`config.mk`:
```
export PLATFORM = sky130hd
export DESIGN_NAME = lcdm_top
export DESIGN_NICKNAME = d
export VERILOG_FILES = /design/src/rtl/lcdm_pkg.sv /design/src/rtl/lcdm_prescaler.sv /design/src/rtl/lcdm_seq.sv /design/src/rtl/lcdm_dispmem.sv /design/src/rtl/lcdm_wavegen.sv /design/src/rtl/lcdm_top.sv
export SDC_FILE = /design/constraint.sdc
export NUM_CORES = 1
export LEC_CHECK = 0
export BUFFER_PORTS_ARGS = -buffer_cell sky130_fd_sc_hd__buf_4
export CORE_MARGIN = 2
export CORE_UTILIZATION = 30
export CTS_CLUSTER_SIZE = 16
export DETAILED_ROUTE_END_ITERATION = 8
export GPL_TIMING_DRIVEN = 0
export HOLD_SLACK_MARGIN = 0.05
export PLACE_DENSITY = 0.44
export SETUP_SLACK_MARGIN = 0.1
export SYNTH_ARGS = -nofsm -noshare
export SYNTH_HDL_FRONTEND = slang
export SYNTH_SLANG_ARGS = --single-unit
```
`constraint.sdc`:
```
create_clock -name clk -period 4.63 [get_ports clk]
set_input_delay 1.389 -clock clk [delete_from_list [all_inputs] [get_ports clk]]
set_output_delay 1.389 -clock clk [all_outputs]
set_load 0.005 [all_outputs]
```
`src/rtl/lcdm_pkg.sv`:
```
package lcdm_pkg;

   typedef enum logic [1:0] {
      LV_GND  = 2'b00,
      LV_HALF = 2'b01,
      LV_FULL = 2'b10
   } lvl_t;

   // index of the last common in a frame for a duty code
   function automatic logic [1:0] last_com(input logic [1:0] duty);
      case (duty)
         2'b00:   return 2'd1;
         2'b01:   return 2'd2;
         default: return 2'd3;
      endcase
   endfunction

   // commons that exist for a duty code, one bit per common
   function automatic logic [3:0] com_mask(input logic [1:0] duty);
      case (duty)
         2'b00:   return 4'b0011;
         2'b01:   return 4'b0111;
         default: return 4'b1111;
      endcase
   endfunction

endpackage

```
`src/rtl/lcdm_prescaler.sv`:
```
module lcdm_prescaler #(
   parameter int K_MAX = 8,
   localparam int KW = $clog2(K_MAX + 1)
) (
   input  logic          clk,
   input  logic          rst_n,
   input  logic          clr,
   input  logic [KW-1:0] k_exp,
   output logic          tick
);
   logic [K_MAX-1:0] cnt;
   logic [K_MAX-1:0] lim;

   // ones in the low k_exp bits: terminal count of a 2^k period
   assign lim  = ~({K_MAX{1'b1}} << k_exp);
   assign tick = (cnt == lim) && !clr;

   always_ff @(posedge clk or negedge rst_n) begin
      if (!rst_n)           cnt <= '0;
      else if (clr || tick) cnt <= '0;
      else                  cnt <= cnt + 1'b1;
   end
endmodule

```
`src/rtl/lcdm_seq.sv`:
```
module lcdm_seq
   import lcdm_pkg::*;
#(
   parameter int K_MIN = 2,
   parameter int K_MAX = 8,
   parameter int DIVW  = 3,
   parameter int NCOM  = 4,
   localparam int KW = $clog2(K_MAX + 1),
   localparam int CW = $clog2(NCOM)
) (
   input  logic            clk,
   input  logic            rst_n,
   input  logic            halt,
   input  logic            tick,
   input  logic [1:0]      cfg_duty,
   input  logic [DIVW-1:0] cfg_div,
   output logic [CW-1:0]   com_idx,
   output logic            phase_b,
   output logic [1:0]      duty_act,
   output logic [KW-1:0]   k_act,
   output logic            hold,
   output logic            frame_end
);
   logic started;

   function automatic logic [KW-1:0] div2k(input logic [DIVW-1:0] d);
      if (int'(d) > K_MAX - K_MIN) return KW'(K_MAX);
      return KW'(int'(d) + K_MIN);
   endfunction

   assign hold      = halt || !started;
   assign frame_end = tick && phase_b && (com_idx == CW'(last_com(duty_act)));

   always_ff @(posedge clk or negedge rst_n) begin
      if (!rst_n) begin
         started  <= 1'b0;
         com_idx  <= '0;
         phase_b  <= 1'b0;
         duty_act <= 2'b00;
         k_act    <= KW'(K_MIN);
      end else if (hold) begin
         started  <= 1'b1;
         com_idx  <= '0;
         phase_b  <= 1'b0;
         duty_act <= cfg_duty;
         k_act    <= div2k(cfg_div);
      end else if (tick) begin
         if (!phase_b) begin
            phase_b <= 1'b1;
         end else begin
            phase_b <= 1'b0;
            if (frame_end) begin
               com_idx  <= '0;
               duty_act <= cfg_duty;
               k_act    <= div2k(cfg_div);
            end else begin
               com_idx  <= com_idx + 1'b1;
            end
         end
      end
   end
endmodule

```
`src/rtl/lcdm_dispmem.sv`:
```
module lcdm_dispmem #(
   parameter int NSEG = 16,
   parameter int NCOM = 4,
   parameter int AW   = 8,
   parameter int DW   = 8,
   parameter int BASE = 64,
   localparam int IW = $clog2(NSEG)
) (
   input  logic                 clk,
   input  logic                 rst_n,
   input  logic                 wr_en,
   input  logic                 bank_sel,
   input  logic [AW-1:0]        addr,
   input  logic [DW-1:0]        wdata,
   input  logic [NCOM-1:0]      rd_mask,
   output logic [DW-1:0]        rd_data,
   output logic                 gp_wr_en,
   output logic [NSEG*NCOM-1:0] pix
);
   logic [NCOM-1:0] mem [NSEG];
   logic [AW-1:0]   off;
   logic [IW-1:0]   idx;
   logic            in_win;
   logic            disp_we;

   assign off     = addr - AW'(BASE);
   assign idx     = off[IW-1:0];
   assign in_win  = (addr >= AW'(BASE)) && (off < AW'(NSEG));
   assign disp_we = wr_en && in_win && bank_sel;
   assign gp_wr_en = wr_en && in_win && !bank_sel;

   assign rd_data = (in_win && bank_sel)
                  ? {{(DW-NCOM){1'b0}}, mem[idx] & rd_mask}
                  : '0;

   for (genvar i = 0; i < NSEG; i++) begin : g_ent
      always_ff @(posedge clk or negedge rst_n) begin
         if (!rst_n)                          mem[i] <= '0;
         else if (disp_we && idx == IW'(i))   mem[i] <= wdata[NCOM-1:0];
      end
      assign pix[i*NCOM +: NCOM] = mem[i];
   end
endmodule

```
`src/rtl/lcdm_wavegen.sv`:
```
module lcdm_wavegen
   import lcdm_pkg::*;
#(
   parameter int NSEG     = 16,
   parameter int NCOM     = 4,
   parameter int NCOM_PIN = 3,
   localparam int CW = $clog2(NCOM)
) (
   input  logic                   clk,
   input  logic                   rst_n,
   input  logic                   hold,
   input  logic [CW-1:0]          com_idx,
   input  logic                   phase_b,
   input  logic [1:0]             duty_act,
   input  logic [NSEG*NCOM-1:0]   pix,
   output logic [NCOM_PIN*2-1:0]  com_lvl,
   output logic [NSEG*2-1:0]      seg_lvl
);
   lvl_t act_lv, opp_lv;
   logic four_com;

   assign act_lv   = phase_b ? LV_GND : LV_FULL;
   assign opp_lv   = phase_b ? LV_FULL : LV_GND;
   assign four_com = duty_act[1];

   for (genvar j = 0; j < NCOM_PIN; j++) begin : g_com
      lvl_t nxt;
      assign nxt = (com_idx == CW'(j)) ? act_lv : LV_HALF;
      always_ff @(posedge clk or negedge rst_n) begin
         if (!rst_n)    com_lvl[2*j +: 2] <= LV_HALF;
         else if (hold) com_lvl[2*j +: 2] <= LV_HALF;
         else           com_lvl[2*j +: 2] <= nxt;
      end
   end

   for (genvar i = 0; i < NSEG; i++) begin : g_seg
      lvl_t            nxt;
      logic [NCOM-1:0] col;
      assign col = pix[i*NCOM +: NCOM];
      if (i == NSEG - 1) begin : g_shared
         // last segment pin doubles as the extra common
         assign nxt = four_com ? ((com_idx == CW'(NCOM - 1)) ? act_lv : LV_HALF)
                               : (col[com_idx] ? opp_lv : act_lv);
      end else begin : g_plain
         assign nxt = col[com_idx] ? opp_lv : act_lv;
      end
      always_ff @(posedge clk or negedge rst_n) begin
         if (!rst_n)    seg_lvl[2*i +: 2] <= LV_HALF;
         else if (hold) seg_lvl[2*i +: 2] <= LV_HALF;
         else           seg_lvl[2*i +: 2] <= nxt;
      end
   end
endmodule

```
`src/rtl/lcdm_top.sv`:
```
module lcdm_top
   import lcdm_pkg::*;
#(
   parameter int NSEG     = 16,
   parameter int NCOM     = 4,
   parameter int NCOM_PIN = 3,
   parameter int AW       = 8,
   parameter int DW       = 8,
   parameter int WIN_BASE = 64,
   parameter int K_MIN    = 2,
   parameter int K_MAX    = 8,
   parameter int DIVW     = 3
) (
   input  logic                  clk,
   input  logic                  rst_n,
   input  logic                  halt,
   input  logic                  bank_sel,
   input  logic                  wr_en,
   input  logic [AW-1:0]         addr,
   input  logic [DW-1:0]         wdata,
   output logic [DW-1:0]         rd_data,
   output logic                  gp_wr_en,
   input  logic [1:0]            cfg_duty,
   input  logic [DIVW-1:0]       cfg_div,
   output logic [NCOM_PIN*2-1:0] com_lvl,
   output logic [NSEG*2-1:0]     seg_lvl
);
   localparam int KW = $clog2(K_MAX + 1);
   localparam int CW = $clog2(NCOM);

   if (NCOM != 4 || NCOM_PIN != NCOM - 1) begin : g_bad_com
      $error("lcdm_top: four commons with one shared segment pin required");
   end
   if (K_MIN < 1 || K_MAX < K_MIN) begin : g_bad_k
      $error("lcdm_top: prescaler exponent range invalid");
   end
   if ((1 << DIVW) < K_MAX - K_MIN + 1) begin : g_bad_divw
      $error("lcdm_top: divider field too narrow");
   end
   if (WIN_BASE + NSEG > (1 << AW) || NCOM > DW) begin : g_bad_win
      $error("lcdm_top: window does not fit the bus");
   end

   logic                 tick, hold, frame_end, phase_b;
   logic [CW-1:0]        com_idx;
   logic [1:0]           duty_act;
   logic [KW-1:0]        k_act;
   logic [NSEG*NCOM-1:0] pix;
   logic [3:0]           live_mask;

   assign live_mask = com_mask(cfg_duty);

   lcdm_prescaler #(.K_MAX(K_MAX)) u_pre (
      .clk(clk), .rst_n(rst_n), .clr(hold), .k_exp(k_act), .tick(tick)
   );

   lcdm_seq #(.K_MIN(K_MIN), .K_MAX(K_MAX), .DIVW(DIVW), .NCOM(NCOM)) u_seq (
      .clk(clk), .rst_n(rst_n), .halt(halt), .tick(tick),
      .cfg_duty(cfg_duty), .cfg_div(cfg_div),
      .com_idx(com_idx), .phase_b(phase_b), .duty_act(duty_act),
      .k_act(k_act), .hold(hold), .frame_end(frame_end)
   );

   lcdm_dispmem #(.NSEG(NSEG), .NCOM(NCOM), .AW(AW), .DW(DW), .BASE(WIN_BASE)) u_mem (
      .clk(clk), .rst_n(rst_n), .wr_en(wr_en), .bank_sel(bank_sel),
      .addr(addr), .wdata(wdata), .rd_mask(live_mask[NCOM-1:0]),
      .rd_data(rd_data), .gp_wr_en(gp_wr_en), .pix(pix)
   );

   lcdm_wavegen #(.NSEG(NSEG), .NCOM(NCOM), .NCOM_PIN(NCOM_PIN)) u_wave (
      .clk(clk), .rst_n(rst_n), .hold(hold), .com_idx(com_idx),
      .phase_b(phase_b), .duty_act(duty_act), .pix(pix),
      .com_lvl(com_lvl), .seg_lvl(seg_lvl)
   );
endmodule

```
==> flow_summary.json, run 1 <==
{
  "run_status": "finished clean",
  "cts_root_buf": "clkbuf_16",
  "clock_skew_ns": 0.00659,
  "reg2reg_setup_slack_ns": 2.30,
  "clkTransAtPathRegs_ns": 0.07,
  "fmax_mhz": 224,
  "worstSetupPathType": "in -> out",
  "setup_viol": 0,
  "drt_iter0_markers": 229,
  "routed_via_density": 4.96,
  "fillers": 1786,
  "ys_types": 51,
  "core-area_mm2": 0.0180,
  "postSynthCellCount": 406,
  "dr.pass1.iters": 4,
  "min_path_cells": 1,
  "min-delay-start": "u_mem.pix[53]",
  "final_core_util_pct": 36.6,
  "worst_slew_pin_slew_ns": 0.744,
  "crit_arrival_ns": 3.07,
  "ys_seq_area_share_pct": 48.0,
  "worst-r2r-cell-count": 7,
  "antennaDiodeCount": 0,
  "syn-cell-area_mm2": 0.00554,
  "critical_path.max_fanout": 10,
  "grt_use_total_pct": 15.0,
  "initial_core_util_pct": 30.7,
  "cts_sinks": 106,
  "layout_common_cells": "dfrtp_1, buf_4, mux2_2",
  "synth_simple_gate_area_share_pct": 8.66,
  "overflow": 0,
  "worst_slack_ns": 0.166,
  "area_delta_synth_final_pct": 19.2,
  "syn_area_per_cell_um2": 13.6,
  "synth_edf_count": 0,
  "required_ns": 3.24,
  "cts_tree": "yes",
  "r2r_end": "u_seq.com_idx[1]",
  "grt_pass1_wl_mm": 22.2,
  "drcViolationCount": 0,
  "ys_warn_count": 0,
  "power.density_mw_per_mm2": 292,
  "synth_top_family_by_area": "multiplexers",
  "clock_path_buffers": 2,
  "slew_viol_final": 0,
  "ys_ff_latch": 106,
  "die_w_um": 140,
  "min_period_over_period_pct": 96.4,
  "cp-start-kind": "input pin",
  "row_count": 49,
  "synth_ff_type": "dfrtp_1",
  "pre_cts_ws_ns": -0.00944,
  "grt_max_degree": 107,
  "drv_cap": 0,
  "min_to": "u_mem.pix[53]",
  "htree_levels": 3,
  "layout.cells.most_common": "dfrtp_1",
  "slowest_stage": "mux4_1",
  "antenna_found_initial": 0,
  "p_leak_nw": 3.07,
  "clock_latency_ns": 0.36,
  "synth_xor_area_share_pct": 3.64,
  "die_area_mm2": 0.0196,
  "timing.final.hold_violations": 0,
  "wl_mm": 13.7,
  "final_layout_size_suffix_gt1_share_pct": 47.1,
  "cp-end-kind": "output port",
  "synth_compound_gate_area_share_pct": 4.02,
  "worst_ir_drop_vdd_uv": 219,
  "fp.dieH_um": 140,
  "drtAntennaViolNets": 0,
  "muxShareOfSynthArea_pct": 29.2,
  "min_period_ns": 4.46,
  "timing.slew.headroom_pct": 50.4,
  "path_depth": 6,
  "grt_pass1_vias": 3782,
  "place.gp.congestion": 0.800,
  "cpPeakStageDelay_ns": 0.58,
  "rsz0062_at_grt": "true",
  "cts_buffers": 9,
  "min_path_type": "reg -> reg",
  "async_reset_ff_share_pct": 100,
  "timing.rr.start": "u_seq.com_idx[0]",
  "boundaryPins": 73,
  "synth-adder-area-share_pct": 1.36,
  "vias": 3544,
  "wire_per_inst_um": 19.2,
  "worst-path-buf-inv": 3,
  "nets": 513,
  "hpwl_mm": 10.1,
  "crit_chain": "buf_6, buf_12, mux4_1, mux4_2, and3_1, buf_4",
  "io_buffers": 60,
  "crit_family": "multiplexers"
}
## worst reg2reg max path: stages (launching register included)
cell and delay, ns:
dfrtp_1 0.42, buf_2 0.33, clkbuf_1 0.55, inv_1 0.21, ha_1 0.33, nor2b_1 0.12
nand4_1 0.10, a21oi_1 0.19
## through the flow
step                hold slack (ns)  std cells   TNS, ns  instance area [µm²]  power (mW)
finish                        0.542        715         0                 6600        1.93
floorplan                     0.485        409         0                 5550        1.11
detailed placement            0.521        698  -0.00944                 6280        1.21
CTS                           0.536        714         0                 6580        1.95
global route                  0.550        715         0                 6600        2.02
global placement              0.514        698         0                 6280        1.20
## logic make-up (layout without fill, tap and decap cells)
group | after synthesis | count (layout)
other cells | 2 | 5
compound gates | 27 | 27
flops | 106 | 106
fa+ha+maj | 6 | 6
mux | 106 | 106
xor+xnor | 23 | 23
buf+inv | 46 | 123
simple gates | 90 | 90
## sequential cells by signal, indices dropped and copies added, names as in the netlist
register	flops
u_wave.seg_lvl	18
u_seq.com_idx	2
u_seq.started	1
u_mem.pix	64
u_wave.com_lvl	6
u_seq.duty_act	2
u_seq.k_act	4
u_seq.phase_b	1
u_pre.cnt	8
## synthesized netlist by cell type (5+ instances only)
library cell | n | area share, %
mux2_2 | 70 | 14
dfrtp_1 | 100 | 45
nor2_1 | 42 | 2.8
clkbuf_1 | 10 | 0.68
and3_1 | 5 | 0.56
a21oi_1 | 7 | 0.63
mux4_2 | 32 | 13
buf_4 | 19 | 2.6
inv_1 | 6 | 0.41
ha_1 | 6 | 1.4
nand2_1 | 9 | 0.61
dfstp_2 | 6 | 2.8
buf_2 | 7 | 0.63
nand3_1 | 6 | 0.54
xor2_1 | 19 | 3.0
## layer usage
metal  wire [µm]  part of all wire [%]  GRT usage, %
met4         303                   2.2          6.42
met2        6240                    46          22.6
met5           0                     0             0
met3         779                   5.7          2.82
met1        6370                    47          21.1
## layout make-up
cell class	count	area [µm²]	area share (%)
inverter	6	22.5	0.341
timing repair buffer	61	482	7.30
clock inverter	4	26.3	0.398
clock buffer	12	256	3.89
sequential	106	2660	40.3
buffer	40	263	3.98
tap	229	287	4.34
multi-input combinational	257	2600	39.5
## worst max path at each step
stage / startpoint / slack, ns / endpoint
global route: addr[0] / 0.09 / rd_data[0]
detailed placement: addr[1] / -0.009 / rd_data[0]
global placement: addr[1] / 0.007 / rd_data[0]
floorplan: addr[0] / 0.41 / rd_data[2]
CTS: addr[0] / 0.12 / rd_data[0]
finish: addr[0] / 0.17 / rd_data[1]
## timing repair
item,4_1_cts,5_1_grt
buffers inserted,0,0
gates cloned,0,0
pin swaps,0,0
hold buffers,0,0
resized for setup,4,2
endpoints found under the setup margin,4,2
## report_power, final
part | internal, mW | switching [mW] | total [mW]
clock network | 0.394 | 0.342 | 0.736
logic | 0.101 | 0.106 | 0.207
registers | 0.958 | 0.0243 | 0.982
(Power assumes the default switching activity.)
==> run 2, diff against run 1 <==
ABC_AREA = 1   (was unset)
MAX_ROUTING_LAYER = met4   (was unset)
==> flow_summary.json, run 2 <==
{
  "fp.dieH_um": 137,
  "cp-start-kind": "input pin",
  "hold_buffers": 0,
  "min_period_ns": 4.36,
  "total_power_mw": 2.13,
  "clock_latency_ns": 0.36,
  "cts_root_buf": "clkbuf_16",
  "area_delta_synth_final_pct": 21.0,
  "overflow": 0,
  "timing.slew.headroom_pct": 52.4,
  "r2r_end": "u_wave.seg_lvl[31]",
  "worst-r2r-cell-count": 7,
  "place.gp.congestion": 0.845,
  "antenna_found_initial": 0,
  "required_ns": 3.24,
  "clock_path_buffers": 2,
  "ys_types": 30,
  "cts_buffers": 9,
  "ys_warn_count": 0,
  "setup_tns_ns": 0,
  "wire_per_inst_um": 17.4,
  "clkTransAtPathRegs_ns": 0.07,
  "nets": 748,
  "grt_max_degree": 107,
  "min_path_type": "reg -> reg",
  "antennaDiodeCount": 0,
  "netlist_top_cells_count": "nand2_1, dfrtp_1, o21ai_0",
  "worst_slew_pin_slew_ns": 0.715,
  "grt_pass1_wl_mm": 25.9,
  "run_status": "finished clean",
  "ys_seq_area_share_pct": 50.4,
  "worst_ir_drop_vdd_uv": 206,
  "pre_cts_ws_ns": 0.366,
  "ys_ff_latch": 106,
  "routed_via_density": 4.97,
  "power.density_mw_per_mm2": 334,
  "reg2reg_setup_slack_ns": 2.61,
  "layout_common_cells": "nand2_1, dfrtp_1, o21ai_0",
  "final_core_util_pct": 37.0,
  "synth_top_area_share_pct": 47.4,
  "min_to": "u_pre.cnt[0]",
  "drcViolationCount": 0,
  "min-delay-start": "u_pre.cnt[0]",
  "cts_tree": "yes",
  "timing.rr.start": "u_seq.com_idx[1]",
  "final_layout_size_suffix_gt1_share_pct": 18.2,
  "drtAntennaViolNets": 0,
  "core-area_mm2": 0.0172,
  "p_leak_nw": 2.87,
  "worst_slack_ns": 0.274,
  "row_count": 48,
  "postSynthCellCount": 637,
  "slew_viol_final": 0,
  "grt_pass1_vias": 4554,
  "drv_cap": 0,
  "htree_levels": 3,
  "hpwl_mm": 11.7,
  "wl_mm": 16.4,
  "yosysMostFrequentCell": "nand2_1",
  "drt_iter0_markers": 222,
  "die_w_um": 137,
  "largest_reg_flops": 64,
  "syn-cell-area_mm2": 0.00528,
  "final_cell_count_no_fill": 946,
  "dr.pass1.iters": 5,
  "synth_edf_count": 0,
  "clock_skew_ns": 0.00839,
  "crit_arrival_ns": 2.97,
  "die_area_mm2": 0.0187,
  "ys_top_cells_by_area": "dfrtp_1, nand2_1, o21ai_0",
  "boundaryPins": 73,
  "fmax_mhz": 230,
  "yosysTopAreaCell": "dfrtp_1",
  "timing.final.hold_violations": 0,
  "layout.cells.most_common": "nand2_1",
  "setup_viol": 0,
  "worstSetupPathType": "in -> out",
  "min_path_cells": 1,
  "cts_setup_buffers": 0,
  "vias": 4705,
  "rsz0062_at_grt": "false",
  "placed_cells": 929,
  "cp-end-kind": "output port",
  "io_buffers": 64,
  "cts-resized-gates": 0,
  "async_reset_ff_share_pct": 100,
  "initial_core_util_pct": 30.6,
  "critical_path.max_fanout": 10,
  "cts_sinks": 106,
  "synth_ff_type": "dfrtp_1",
  "syn_area_per_cell_um2": 8.29,
  "min_period_over_period_pct": 94.1,
  "grt_use_total_pct": 19.2
}
## run 2: cell types whose count changed after synthesis, moves of 18 or more
cell,delta
a21oi_1,+26
inv_1,+21
mux2_2,-70
mux4_2,-32
nand2_1,+182
o21ai_0,+85
o22ai_1,+18
## run 2: cell type report
cell class	instances	area, µm²
multi-input cells	461	2280
inverters	35	131
repair buffers	65	512
clock inverters	6	63.8
well taps	225	282
clock buffers	10	239
plain buffers	38	223
fillers	1798	10900
flip-flops and latches	106	2660
## run 2: cells by family (layout without fill, tap and decap cells)
kind of cell / Yosys count / in the layout / share of synthesized area [%]
AOI/OAI and AO/OA: 180 / 180 / 19.8
xor gates and xnor gates: 4 / 4 / 0.664
buffers and inverters: 73 / 154 / 6.71
other: 2 / 5 / 0.142
adders and majority gates: 6 / 6 / 1.42
DFF: 106 / 106 / 50.4
and+or+nand+nor: 266 / 266 / 20.9
## run 2: how the worst max path moves through the flow
stage	from	end	slack, ns	cells past startpoint
after CTS	addr[1]	rd_data[2]	0.36	10
after detailed placement	addr[1]	rd_data[2]	0.37	10
after global routing	addr[1]	rd_data[2]	0.12	10
after global placement	addr[1]	rd_data[2]	0.37	10
final	addr[1]	rd_data[2]	0.27	10
after floorplan	addr[0]	rd_data[3]	1.13	9
## run 2: critical path, cell delays in order
cell and delay (ns):
buf_4 0.14, nand2_2 0.25, inv_2 0.17, a22oi_1 0.21, nand2_1 0.08, nand2_1 0.07
nand2_1 0.09, nor3_1 0.33, nor2_1 0.08, buf_4 0.15
## run 2: per-stage QoR
step | hold WS [ns] | cell area, µm²
global placement | 0.499 | 6050
finish | 0.512 | 6390
detailed placement | 0.498 | 6050
global route | 0.526 | 6390
CTS | 0.515 | 6350
floorplan | 0.464 | 5290
## run 2: layer usage
metal / track usage (%) / vias up / wire (µm)
met4: 8.33 / 0 / 517
li1: - / 2294 / -
met2: 30.7 / 137 / 7850
met3: 3.48 / 30 / 892
met1: 23.9 / 2244 / 7170
met5: - / - / 0
## run 2: power by group
part	switching (mW)	internal, mW	leakage [nW]
Combinational	0.213	0.125	1.30
Clock	0.355	0.434	0.145
Sequential	0.0351	0.968	1.43
Total	0.603	1.53	2.87
